**config.mk**
```make
export PLATFORM = sky130hd
export DESIGN_NAME = evc_pair
export DESIGN_NICKNAME = d
export VERILOG_FILES = /design/src/rtl/evc_pkg.sv /design/src/rtl/evc_step.sv /design/src/rtl/evc_read_ctrl.sv /design/src/rtl/evc_counter.sv /design/src/rtl/evc_pair.sv
export SDC_FILE = /design/constraint.sdc
export NUM_CORES = 1
export LEC_CHECK = 0
export ABC_CLOCK_PERIOD_IN_PS = 3000
export BUFFER_PORTS_ARGS = -buffer_cell sky130_fd_sc_hd__buf_2
export CAP_MARGIN = 25
export CORE_ASPECT_RATIO = 1.4
export CORE_UTILIZATION = 55
export CTS_CLUSTER_SIZE = 14
export DETAILED_ROUTE_END_ITERATION = 10
export PLACE_DENSITY = 0.84
export SLEW_MARGIN = 25
export SYNTH_ARGS = -nofsm -noshare
export SYNTH_HDL_FRONTEND = slang
export SYNTH_HIERARCHICAL = 1
export SYNTH_SLANG_ARGS = --single-unit
```
**constraint.sdc**
```tcl
create_clock -name clk -period 3 [get_ports clk]
set_input_delay 0.6 -clock clk [delete_from_list [all_inputs] [get_ports clk]]
set_output_delay 0.6 -clock clk [all_outputs]
set_load 0.02 [all_outputs]
```
**src/rtl/evc_pkg.sv**
```systemverilog
package evc_pkg;
  // Signed step of one counter for one event: -1, 0 or +1.
  typedef logic signed [1:0] step_t;

  localparam step_t STEP_UP   = 2'sd1;
  localparam step_t STEP_DOWN = -2'sd1;
  localparam step_t STEP_NONE = 2'sd0;

  // Sign-extend a step to a counter width.
  function automatic logic [31:0] step_ext32(input step_t s);
    return {{30{s[1]}}, s};
  endfunction
endpackage

```
**src/rtl/evc_step.sv**
```systemverilog
module evc_step
  import evc_pkg::*;
#(
  parameter bit UP_OK = 1'b1
) (
  input  logic  flag_up,
  input  logic  flag_dn,
  input  logic  en_up,
  input  logic  en_dn,
  output step_t step
);
  logic want_up, want_dn;

  assign want_dn = flag_dn & en_dn;

  generate
    if (UP_OK) begin : g_bidir
      assign want_up = flag_up & en_up;
      always_comb begin
        if (want_up && !want_dn)      step = STEP_UP;
        else if (want_dn && !want_up) step = STEP_DOWN;
        else                          step = STEP_NONE;
      end
    end else begin : g_down_only
      logic unused_up;
      assign unused_up = flag_up ^ en_up;
      assign want_up   = 1'b0;
      always_comb step = want_dn ? STEP_DOWN : STEP_NONE;
    end
  endgenerate
endmodule

```
**src/rtl/evc_read_ctrl.sv**
```systemverilog
module evc_read_ctrl
  import evc_pkg::*;
(
  input  logic  clk,
  input  logic  rst_n,
  input  logic  mod_en,
  input  logic  rd_active,
  input  logic  clr_on_rd,
  input  logic  evt_strobe,
  input  step_t new_a,
  input  step_t new_b,
  output logic  rd_start,
  output logic  rd_end,
  output logic  clear_now,
  output step_t defer_a,
  output step_t defer_b
);
  logic  was_rd;
  logic  clr_lat;
  logic  pend_v;
  step_t pend_a, pend_b;

  assign rd_start  = rd_active & ~was_rd;
  assign rd_end    = ~rd_active & was_rd;
  assign clear_now = rd_end & clr_lat;
  assign defer_a   = (rd_end && pend_v) ? pend_a : STEP_NONE;
  assign defer_b   = (rd_end && pend_v) ? pend_b : STEP_NONE;

  always_ff @(posedge clk or negedge rst_n) begin
    if (!rst_n) begin
      was_rd  <= 1'b0;
      clr_lat <= 1'b0;
      pend_v  <= 1'b0;
      pend_a  <= STEP_NONE;
      pend_b  <= STEP_NONE;
    end else if (!mod_en) begin
      was_rd  <= 1'b0;
      clr_lat <= 1'b0;
      pend_v  <= 1'b0;
      pend_a  <= STEP_NONE;
      pend_b  <= STEP_NONE;
    end else begin
      was_rd <= rd_active;
      if (rd_start) clr_lat <= clr_on_rd;
      if (rd_end) begin
        pend_v <= 1'b0;
        pend_a <= STEP_NONE;
        pend_b <= STEP_NONE;
      end else if (rd_active && evt_strobe && !pend_v) begin
        pend_v <= 1'b1;
        pend_a <= new_a;
        pend_b <= new_b;
      end
    end
  end

  // Only the first event of an access is kept
  assert_one_pending_R7: assert property (@(posedge clk) disable iff (!rst_n)
    (mod_en && pend_v && rd_active) |=>
      (!mod_en || (pend_v && pend_a == $past(pend_a) && pend_b == $past(pend_b))));
endmodule

```
**src/rtl/evc_counter.sv**
```systemverilog
module evc_counter
  import evc_pkg::*;
#(
  parameter int W = 8
) (
  input  logic         clk,
  input  logic         rst_n,
  input  logic         mod_en,
  input  logic         freeze,
  input  logic         clear,
  input  step_t        step_a,
  input  step_t        step_b,
  output logic [W-1:0] q
);
  logic [31:0]  ext_a32, ext_b32;
  logic [W-1:0] ext_a, ext_b, base, nxt;

  assign ext_a32 = step_ext32(step_a);
  assign ext_b32 = step_ext32(step_b);
  assign ext_a   = ext_a32[W-1:0];
  assign ext_b   = ext_b32[W-1:0];
  assign base    = clear ? '0 : q;
  assign nxt     = base + ext_a + ext_b;

  always_ff @(posedge clk or negedge rst_n) begin
    if (!rst_n)       q <= '0;
    else if (!mod_en) q <= '0;
    else if (!freeze) q <= nxt;
  end

  // Disabled module drives the count to zero
  assert_off_zero_R9: assert property (@(posedge clk) disable iff (!rst_n)
    !mod_en |=> q == '0);

  // No counting while an access is open
  assert_read_freeze_R7: assert property (@(posedge clk) disable iff (!rst_n)
    (mod_en && freeze) |=> (!mod_en || q == $past(q)));
endmodule

```
**src/rtl/evc_pair.sv**
```systemverilog
module evc_pair
  import evc_pkg::*;
#(
  parameter int CNT_W = 8
) (
  input  logic               clk,
  input  logic               rst_n,
  input  logic               mod_en,
  input  logic               evt_strobe,
  input  logic               flag_up,
  input  logic               flag_dn,
  input  logic               a_inc_en,
  input  logic               a_dec_en,
  input  logic               b_dec_en,
  input  logic               clr_on_rd,
  input  logic               rd_active,
  output logic [2*CNT_W-1:0] rd_data
);
  localparam int RD_W = 2 * CNT_W;
  localparam int NCNT = 2;

  step_t new_step [NCNT];
  step_t def_step [NCNT];
  step_t live_step[NCNT];
  logic [CNT_W-1:0] cnt [NCNT];
  logic rd_start, rd_end, clear_now;

  // Counter 0 = A (up/down), counter 1 = B (down only)
  generate
    for (genvar i = 0; i < NCNT; i++) begin : g_cnt
      evc_step #(.UP_OK(i == 0)) u_step (
        .flag_up (flag_up),
        .flag_dn (flag_dn),
        .en_up   (i == 0 ? a_inc_en : 1'b0),
        .en_dn   (i == 0 ? a_dec_en : b_dec_en),
        .step    (new_step[i])
      );

      assign live_step[i] = (evt_strobe && !rd_active) ? new_step[i] : STEP_NONE;

      evc_counter #(.W(CNT_W)) u_cnt (
        .clk    (clk),
        .rst_n  (rst_n),
        .mod_en (mod_en),
        .freeze (rd_active),
        .clear  (clear_now),
        .step_a (def_step[i]),
        .step_b (live_step[i]),
        .q      (cnt[i])
      );
    end
  endgenerate

  evc_read_ctrl u_rd (
    .clk        (clk),
    .rst_n      (rst_n),
    .mod_en     (mod_en),
    .rd_active  (rd_active),
    .clr_on_rd  (clr_on_rd),
    .evt_strobe (evt_strobe),
    .new_a      (new_step[0]),
    .new_b      (new_step[1]),
    .rd_start   (rd_start),
    .rd_end     (rd_end),
    .clear_now  (clear_now),
    .defer_a    (def_step[0]),
    .defer_b    (def_step[1])
  );

  always_ff @(posedge clk or negedge rst_n) begin
    if (!rst_n)        rd_data <= '0;
    else if (!mod_en)  rd_data <= '0;
    else if (rd_start) rd_data <= {cnt[1], cnt[0]};
  end

  // Read data is the count seen at the access start
  assert_capture_R6: assert property (@(posedge clk) disable iff (!rst_n)
    (mod_en && rd_start) |=>
      (!mod_en || rd_data == RD_W'({$past(cnt[1]), $past(cnt[0])})));

  // Opposite directions on counter A cancel
  assert_cancel_R3: assert property (@(posedge clk) disable iff (!rst_n)
    (flag_up && flag_dn && a_inc_en && a_dec_en) |-> new_step[0] == STEP_NONE);
endmodule

```
-- Yosys cells after proc, flatten, opt, wreduce, memory -nomap -nowiden
Cells that the tools add are included.
Widths: inputs -> output; s select.
- eq/ne operators: 3
- bitwise logic cells: 8
- muxes and demuxes: 27
- $add $sub $neg: 4
- reduce and logical (&&, ||, !) cells: 10
- operator list (operator ; number):
    $mux 8 ; 6
    $add 8x8->8 ; 4
    $mux 16 ; 2
    $mux 2 ; 13
    $and 1x1->1 ; 6
    $logic_and 1x1->1 ; 6
    $mux 1 ; 6
    $logic_not 1->1 ; 4
    $ne 3x1->1 const B ; 1
    $ne 2x1->1 const B ; 1
    $ne 2x2->1 const B ; 1
    $not 1->1 ; 2
- output and inout port bits: 16
- register bits: 39
- input bits: 11
- logic and storage cells: 60

-- Logic depth before layout (Yosys ltp)
Gate-level depths: netlist (run 1).
- depth after elaboration: 9
- gate-level depth with buffers: 12
- gate-level depth less buffers: 12

-- Cells and area by module
The synthesis (run 1) kept the hierarchy.
- by module, submodules not included (module ; sequential area each (um^2) ; area an instance (um^2) ; times used ; cells each):
    evc_counter ; 200.2 ; 787.0 ; 2 ; 77
    evc_pair ; 400.4 ; 730.7 ; 1 ; 57
    evc_read_ctrl ; 175.2 ; 336.6 ; 1 ; 29
    evc_step (g_cnt[0].u_step) ; 0.0 ; 26.3 ; 1 ; 4
    evc_step (g_cnt[1].u_step) ; 0.0 ; 21.3 ; 1 ; 3

-- Least setup slack after synthesis (run 1)
OpenSTA, ideal clock, no wires.
- path kind: input-to-reg
- start: input flag_dn
- end: register g_cnt[0].u_cnt.q[7]
- buffers on the path: 0
- data arrival time: 2.938 ns
- data required time: 2.905 ns
- cell stages on the path: 11
- library setup time: 0.095 ns
- path slack: -0.034 ns
- cell sequence: and2_1 > ha_1 > and2_1 > fa_1 > ha_1 > inv_1 > fa_1 > nor2b_1 > o2111ai_1 > and4_1 > o31ai_1
- RTL lines (item ; RTL line ; source):
    from (decl) ; evc_pair.sv:11 ; input logic flag_dn,
    to (signal assigned) ; evc_counter.sv:28 ; else if (!freeze) q <= nxt;
    to (decl) ; evc_counter.sv:13 ; output logic [W-1:0] q

==> qor.csv, run 1 <==
stage;metric;value;unit
outcome;result of the run;complete, no violations;
global_routing;met1 Resource Use GR;27.3;%
placed_design;sum of net half-perimeters after detailed placement;3.94;mm
timing;setup repair after global routing missed its margin;false;
placed_design;IO buf count;26;
run;Max Cap Violations;0;
finish;layout overhead on the synthesized area;12.9;%
finish;NumNets Final;328;
setup_path;Worst EP required;3.20;ns
floorplan;horizontal die dimension;61.1;µm
routing;vias post-DR;1912;
setup_path;R2R cell count;10;
setup_path;largest stage delay on the critical path;0.51;ns
synth;post-synthesis cell count;246;
floorplan;Vert. Die Dim;84.7;µm
floorplan;Ports;27;
finish;final design instance area without fill;0.00303;mm²
global_routing;vias in the first global route;2012;
finish;share of post-route cells with drive strength above 1;20.9;%
setup_path;Reg-to-Reg Start;u_rd/was_rd;
floorplan;full die area;0.00517;mm²
cts;clk_lat worst skew;0.29;ns
synth;Post-Synthesis Net Count;288;
cts;Clock Root Buffer;clkbuf_8;
cts;clock tree from TritonCTS;done;
global_routing;all-layer global routing usage;23.5;%
setup_path;sort of element at the start of the critical path;input pin;
setup_path;count of buffer and inverter cells on the critical path;2;
power_and_ir_drop;maximum vdd ir drop;0.286;mV
setup_path;Crit Reg-Reg Endpoint;g_cnt[0].u_cnt/q[7];
timing;final setup TNS;0;ns
cts;clock sink total;39;
routing;routed wirelength normalized by instance count;15.3;µm
cts;clock-pin slew on the worst setup and hold paths;0.07;ns
routing;DRT Pass-1 Iters;4;
setup_path;maximum fanout count along the critical path;4;
global_routing;total overflow reported by the global router;0;
timing;count of final setup violators;0;
floorplan;CORE AREA;0.00461;mm²
timing;number of slew-limit violations in the final report;0;
finish;antenna fix cells;0;
placed_design;Placement Cell Area;0.00294;mm²
floorplan;effective utilization at floorplan;58.3;%
routing;aggregate routed wire length;5.35;mm
setup_path;CP max-delay cell;fa_1;
synth;YS warnings;6;
setup_path;cell type group with the largest total delay on the critical path;adder cells;
timing;Slew @ Worst Pin;0.887;ns
setup_path;start-to-end type of the worst setup path;input pin to register;
floorplan;number of core rows;29;
placed_design;last weighted congestion value of the routability-driven placer;0.836;
global_routing;met3 track demand over resource in global routing;4.31;%
routing;ratio of routed vias to standard cells;5.48;
setup_path;nature of the critical path endpoint;register;
routing;Remaining DRCs;0;
global_routing;grt peak-use layer;met2;
routing;DRT iter0 DRCs;53;
cts;number of hold buffers added after CTS;0;
timing;clock period minus final worst setup slack;2.88;ns
setup_path;CP Data Arrival Time;3.09;ns
cts;deepest level of the CTS H-tree;2;
timing;post-route clock period utilization;96.2;%
global_routing;maximum number of pins on one net before global-route repair;40;
power_and_ir_drop;standby leakage power;1.56;nW
synth;Post-Synthesis Cell Area;0.00269;mm²
timing;worst max-slew margin expressed relative to the limit;40.9;%
global_routing;antenna violations before repair;0;
setup_path;Register-to-Register Setup Slack;0.21;ns
cts;maximum buffer depth of the clock tree;2;
synth;synthesized area per cell;10.9;µm²
timing;maximum clock skew at final layout;0.00235;ns
timing;number of failing hold endpoints at the final stage;0;
power_and_ir_drop;Pwr Density;345;mW/mm²
hold_path;type of the most critical hold path;input pin to async pin;
global_routing;global-route wire length before repair;9.00;mm
setup_path;ordered cell list for the critical path;buf_2 > and2_1 > ha_1 > and2_2 > fa_1 > ha_1 > inv_1 > fa_1 > nor2b_2 > o2111ai_1 > and4_1 > o31ai_2;
routing;DRT antenna net count;0;
cts;number of buffers created by CTS;5;
timing;Max Clk Rate;0.347;GHz
global_routing;GR Util met2;41.1;%
==> state kept, by name, indices dropped and copies added (netlist names) <==
register and flops:
u_rd/pend_a 2, g_cnt.u_cnt/q 16, u_rd/clr_lat 1, u_rd/was_rd 1, u_rd/pend_b 2, rd_data 16, u_rd/pend_v 1
==> worst register-to-register path, delay by kind of cell, from the launching register on <==
family | cells | cell delay, ns
AOI/OAI and AO/OA | 2 | 0.30
adders and majority gates | 3 | 1.14
buffers and inverters | 1 | 0.06
DFF | 1 | 0.37
and+or+nand+nor | 4 | 0.82
==> layout make-up <==
type | count | area [µm²]
timing repair buffer | 40 | 235
clock inverter | 1 | 5.00
clock buffer | 7 | 76.3
tap | 62 | 77.6
multi-input combinational | 193 | 1640
inverter | 7 | 26.3
sequential | 39 | 976
fill | 395 | 1580
==> power by group <==
part           internal, mW  switching, mW  leakage (nW)
Combinational        0.0635         0.0838         0.983
Clock                 0.163          0.186        0.0422
Sequential            0.539         0.0105         0.539
==> how the worst max path moves through the flow <==
| stage | start | to | slack, ns | cells past startpoint |
|---|---|---|---|---|
| 2_1_floorplan | flag_dn | g_cnt[0].u_cnt/q[7] | 0.01 | 11 |
| 4_1_cts | flag_dn | g_cnt[0].u_cnt/q[7] | 0.1 | 12 |
| 6_report | flag_dn | g_cnt[0].u_cnt/q[7] | 0.12 | 12 |
| 3_3_place_gp | flag_dn | g_cnt[0].u_cnt/q[7] | -0.11 | 12 |
| 3_5_place_dp | flag_dn | g_cnt[0].u_cnt/q[7] | -0.24 | 12 |
| 5_1_grt | flag_dn | g_cnt[0].u_cnt/q[7] | 0.008 | 12 |
==> placed cells by master (no fill, tap or decap), types with 3 or more instances in the layout <==
cell type / count
nand3_1: 12
a21oi_1: 7
nor2b_1: 39
mux2i_1: 25
o21ai_0: 9
o31ai_1: 3
xor2_1: 6
nor2_1: 5
inv_1: 7
buf_4: 14
dfrtp_1: 39
and2_2: 6
ha_1: 15
buf_2: 26
nand2_1: 7
and2_1: 6
o21a_1: 4
and3_1: 4
clkbuf_8: 5
fa_1: 16
==> metrics by stage <==
stage	utilization [%]	setup WS (ns)	power, mW	hold WS [ns]	instances
2_1_floorplan	-	0.0100	0.658	0.304	246
3_3_place_gp	63.9	-0.106	0.702	0.509	341
3_5_place_dp	63.9	-0.241	0.707	0.513	341
4_1_cts	65.6	0.0953	1.06	0.452	349
5_1_grt	65.8	0.00825	1.09	0.499	349
6_report	65.8	0.115	1.05	0.428	349
==> what timing repair did <==
action | 4_1_cts | 5_1_grt
buffers inserted | 0 | 0
endpoints found under the setup margin | 0 | 1
resized for setup | 0 | 2
==> layer usage <==
| metal | wire length [µm] | up-vias |
|---|---|---|
| met5 | 0 | - |
| met4 | 123 | 0 |
| met3 | 118 | 11 |
| met2 | 2910 | 28 |
| met1 | 2190 | 950 |
| li1 | - | 923 |
Note: power is estimated with default switching activity, not from simulation.
==> run 2, diff against run 1 <==
BUFFER_PORTS_ARGS = -buffer_cell sky130_fd_sc_hd__clkbuf_2   (was -buffer_cell sky130_fd_sc_hd__buf_2)
==> run 2 against run 1 <==
Net effect:
- power rose by 11%
- clock skew rose by 0.0042 ns
- highest routed layer unchanged
- largest power group unchanged
- die area did not move
- register-to-register slack barely moved
- critical endpoint is now g_cnt[0].u_cnt/q[5]
- sequential share of layout area fell by 0.69 points
- cell count rose by 0.86%
==> qor.csv, run 2 (synthesis results as in run 1) <==
stage;metric;value;unit;change
routing;DRT antenna net count;0;;unchanged
global_routing;all-layer global routing usage;24.2;%;was 23.5%
setup_path;Reg-to-Reg Start;u_rd/was_rd;;unchanged
global_routing;vias in the first global route;2076;;was 2,012
setup_path;start-to-end type of the worst setup path;input pin to register;;unchanged
routing;ratio of routed vias to standard cells;5.54;;was 5.48
power_and_ir_drop;Pwr Density;375;mW/mm²;was 345 mW/mm²
placed_design;IO buf count;26;;unchanged
global_routing;global-route wire length before repair;9.29;mm;was 9.00 mm
finish;layout overhead on the synthesized area;15.4;%;was 12.9%
finish;commonest cells after routing, fill and taps aside;nor2b_1 (39), dfrtp_1 (39), mux2i_1 (25), clkbuf_2 (25), buf_4 (17);;was nor2b_1 (39), dfrtp_1 (39), buf_2 (26), mux2i_1 (25), fa_1 (16)
routing;routed wirelength normalized by instance count;15.4;µm;was 15.3 µm
timing;worst max-slew margin expressed relative to the limit;41.3;%;was 40.9%
setup_path;maximum fanout count along the critical path;5;;was 4
routing;DRT Pass-1 Iters;4;;unchanged
routing;aggregate routed wire length;5.42;mm;was 5.35 mm
setup_path;CP Data Arrival Time;3.06;ns;was 3.09 ns
finish;antenna fix cells;0;;unchanged
floorplan;CORE AREA;0.00461;mm²;unchanged
placed_design;sum of net half-perimeters after detailed placement;3.97;mm;was 3.94 mm
finish;final core utilization;67.2;%;was 65.8%
timing;hold_ws;0.418;ns;was 0.428 ns
cts;number of buffers created by CTS;5;;unchanged
setup_path;largest stage delay on the critical path;0.48;ns;was 0.51 ns
setup_path;Crit Reg-Reg Endpoint;g_cnt[1].u_cnt/q[7];;was g_cnt[0].u_cnt/q[7]
cts;maximum buffer depth of the clock tree;2;;unchanged
timing;number of failing hold endpoints at the final stage;0;;unchanged
global_routing;antenna violations before repair;0;;unchanged
finish;largest registers in the final layout;g_cnt.u_cnt/q: 16 flops, rd_data: 16 flops;;unchanged
cts;number of hold buffers added after CTS;0;;unchanged
global_routing;maximum number of pins on one net before global-route repair;40;;unchanged
run;Max Cap Violations;0;;unchanged
timing;number of slew-limit violations in the final report;0;;unchanged
timing;clock period minus final worst setup slack;2.85;ns;was 2.88 ns
setup_path;ordered cell list for the critical path;clkbuf_2 > and2_1 > ha_1 > and2_2 > buf_4 > fa_1 > ha_1 > nor2b_2 > buf_4 > o21a_1 > o21a_1 > o31ai_1;;was buf_2 > and2_1 > ha_1 > and2_2 > fa_1 > ha_1 > inv_1 > fa_1 > nor2b_2 > o2111ai_1 > and4_1 > o31ai_2
floorplan;number of core rows;29;;unchanged
timing;count of final setup violators;0;;unchanged
setup_path;sort of element at the start of the critical path;input pin;;unchanged
floorplan;full die area;0.00517;mm²;unchanged
finish;NumNets Final;331;;was 328
cts;deepest level of the CTS H-tree;2;;unchanged
cts;Clock Root Buffer;clkbuf_8;;unchanged
timing;post-route clock period utilization;94.9;%;was 96.2%
timing;Max Clk Rate;0.351;GHz;was 0.347 GHz
setup_path;R2R cell count;10;;unchanged
finish;share of post-route cells with drive strength above 1;22.8;%;was 20.9%
floorplan;Ports;27;;unchanged
power_and_ir_drop;maximum vdd ir drop;0.297;mV;was 0.286 mV
cts;clock sink total;39;;unchanged
timing;Slew @ Worst Pin;0.881;ns;was 0.887 ns
cts;clk_lat worst skew;0.30;ns;was 0.29 ns
setup_path;Register-to-Register Setup Slack;0.22;ns;was 0.21 ns
hold_path;type of the most critical hold path;input pin to async pin;;unchanged
setup_path;Worst EP required;3.21;ns;was 3.20 ns
routing;vias post-DR;1950;;was 1,912
setup_path;nature of the critical path endpoint;register;;unchanged
cts;clock-pin slew on the worst setup and hold paths;0.08;ns;was 0.07 ns
power_and_ir_drop;standby leakage power;1.59;nW;was 1.56 nW
global_routing;total overflow reported by the global router;0;;unchanged
placed_design;Placement Cell Area;0.00296;mm²;was 0.00294 mm²
placed_design;last weighted congestion value of the routability-driven placer;0.845;;was 0.836
setup_path;CP max-delay cell;fa_1;;unchanged
finish;area of the multi-input gates;0.00164;mm²;about the same
routing;DRT iter0 DRCs;51;;was 53
routing;Remaining DRCs;0;;unchanged
timing;final setup TNS;0;ns;unchanged
floorplan;horizontal die dimension;61.1;µm;unchanged
cts;clock tree from TritonCTS;done;;unchanged
outcome;result of the run;complete, no violations;;unchanged
floorplan;Vert. Die Dim;84.7;µm;unchanged
finish;Filler Cell Count;375;;was 395
finish;final design instance area without fill;0.00310;mm²;was 0.00303 mm²
floorplan;effective utilization at floorplan;58.3;%;unchanged
finish;area taken by flip-flops and latches;976;µm²;unchanged
timing;maximum clock skew at final layout;0.00650;ns;was 0.00235 ns
## run 2: cell count changes in the layout (fill, tap and decap cells not counted), sizes merged
| cell | before | now |
|---|---|---|
| bufinv | 0 | 1 |
| clkbuf | 7 | 31 |
| buf | 40 | 18 |
## run 2: power by group
part	switching (mW)	internal [mW]
clock	0.194	0.269
sequential	0.0110	0.539
combinational	0.0845	0.0641
total	0.290	0.872
## run 2: timing repair
action | in CTS | in global routing
buffers inserted | 0 | 1
endpoints found under the setup margin | 0 | 2
gates resized for setup | 0 | 5
## run 2: layer usage
metal  GRT usage, %  routed length, µm
met3           3.24                104
met4           9.09                119
met5              0                  0
met2           42.7               2990
met1           28.6               2200
## run 2: worst max path at each step
stage / startpoint / slack, ns / endpoint / cells past startpoint
final: flag_dn / 0.15 / g_cnt[0].u_cnt/q[5] / 12
after global routing: flag_dn / -0.004 / g_cnt[0].u_cnt/q[7] / 12
after CTS: rd_active / 0.09 / g_cnt[1].u_cnt/q[7] / 12
after detailed placement: rd_active / -0.21 / g_cnt[1].u_cnt/q[7] / 12
after global placement: rd_active / -0.1 / g_cnt[1].u_cnt/q[7] / 12
after floorplan: flag_dn / 0.01 / g_cnt[0].u_cnt/q[7] / 11
## run 2: per-stage QoR
step / cells / setup WS [ns] / power, mW
after floorplan: 246 / 0.0100 / 0.658
after global placement: 343 / -0.0974 / 0.702
after detailed placement: 343 / -0.215 / 0.707
after CTS: 351 / 0.0881 / 1.17
after global routing: 352 / -0.00398 / 1.20
final: 352 / 0.154 / 1.16
## run 2: layout make-up
type | count | share of cell area (%)
Multi-Input combinational cell | 193 | 53.0
Sequential cell | 39 | 31.5
Timing Repair Buffer | 43 | 8.32
Clock buffer | 6 | 2.67
Tap cell | 62 | 2.50
Clock inverter | 2 | 1.13
Inverter | 7 | 0.848
## run 2: worst max-delay path, delay by kind of cell
kind / cells / cell delay, ns
compound gates: 3 / 0.53
buf+inv: 3 / 0.38
simple gates: 3 / 0.53
fa+ha+maj: 3 / 1.01
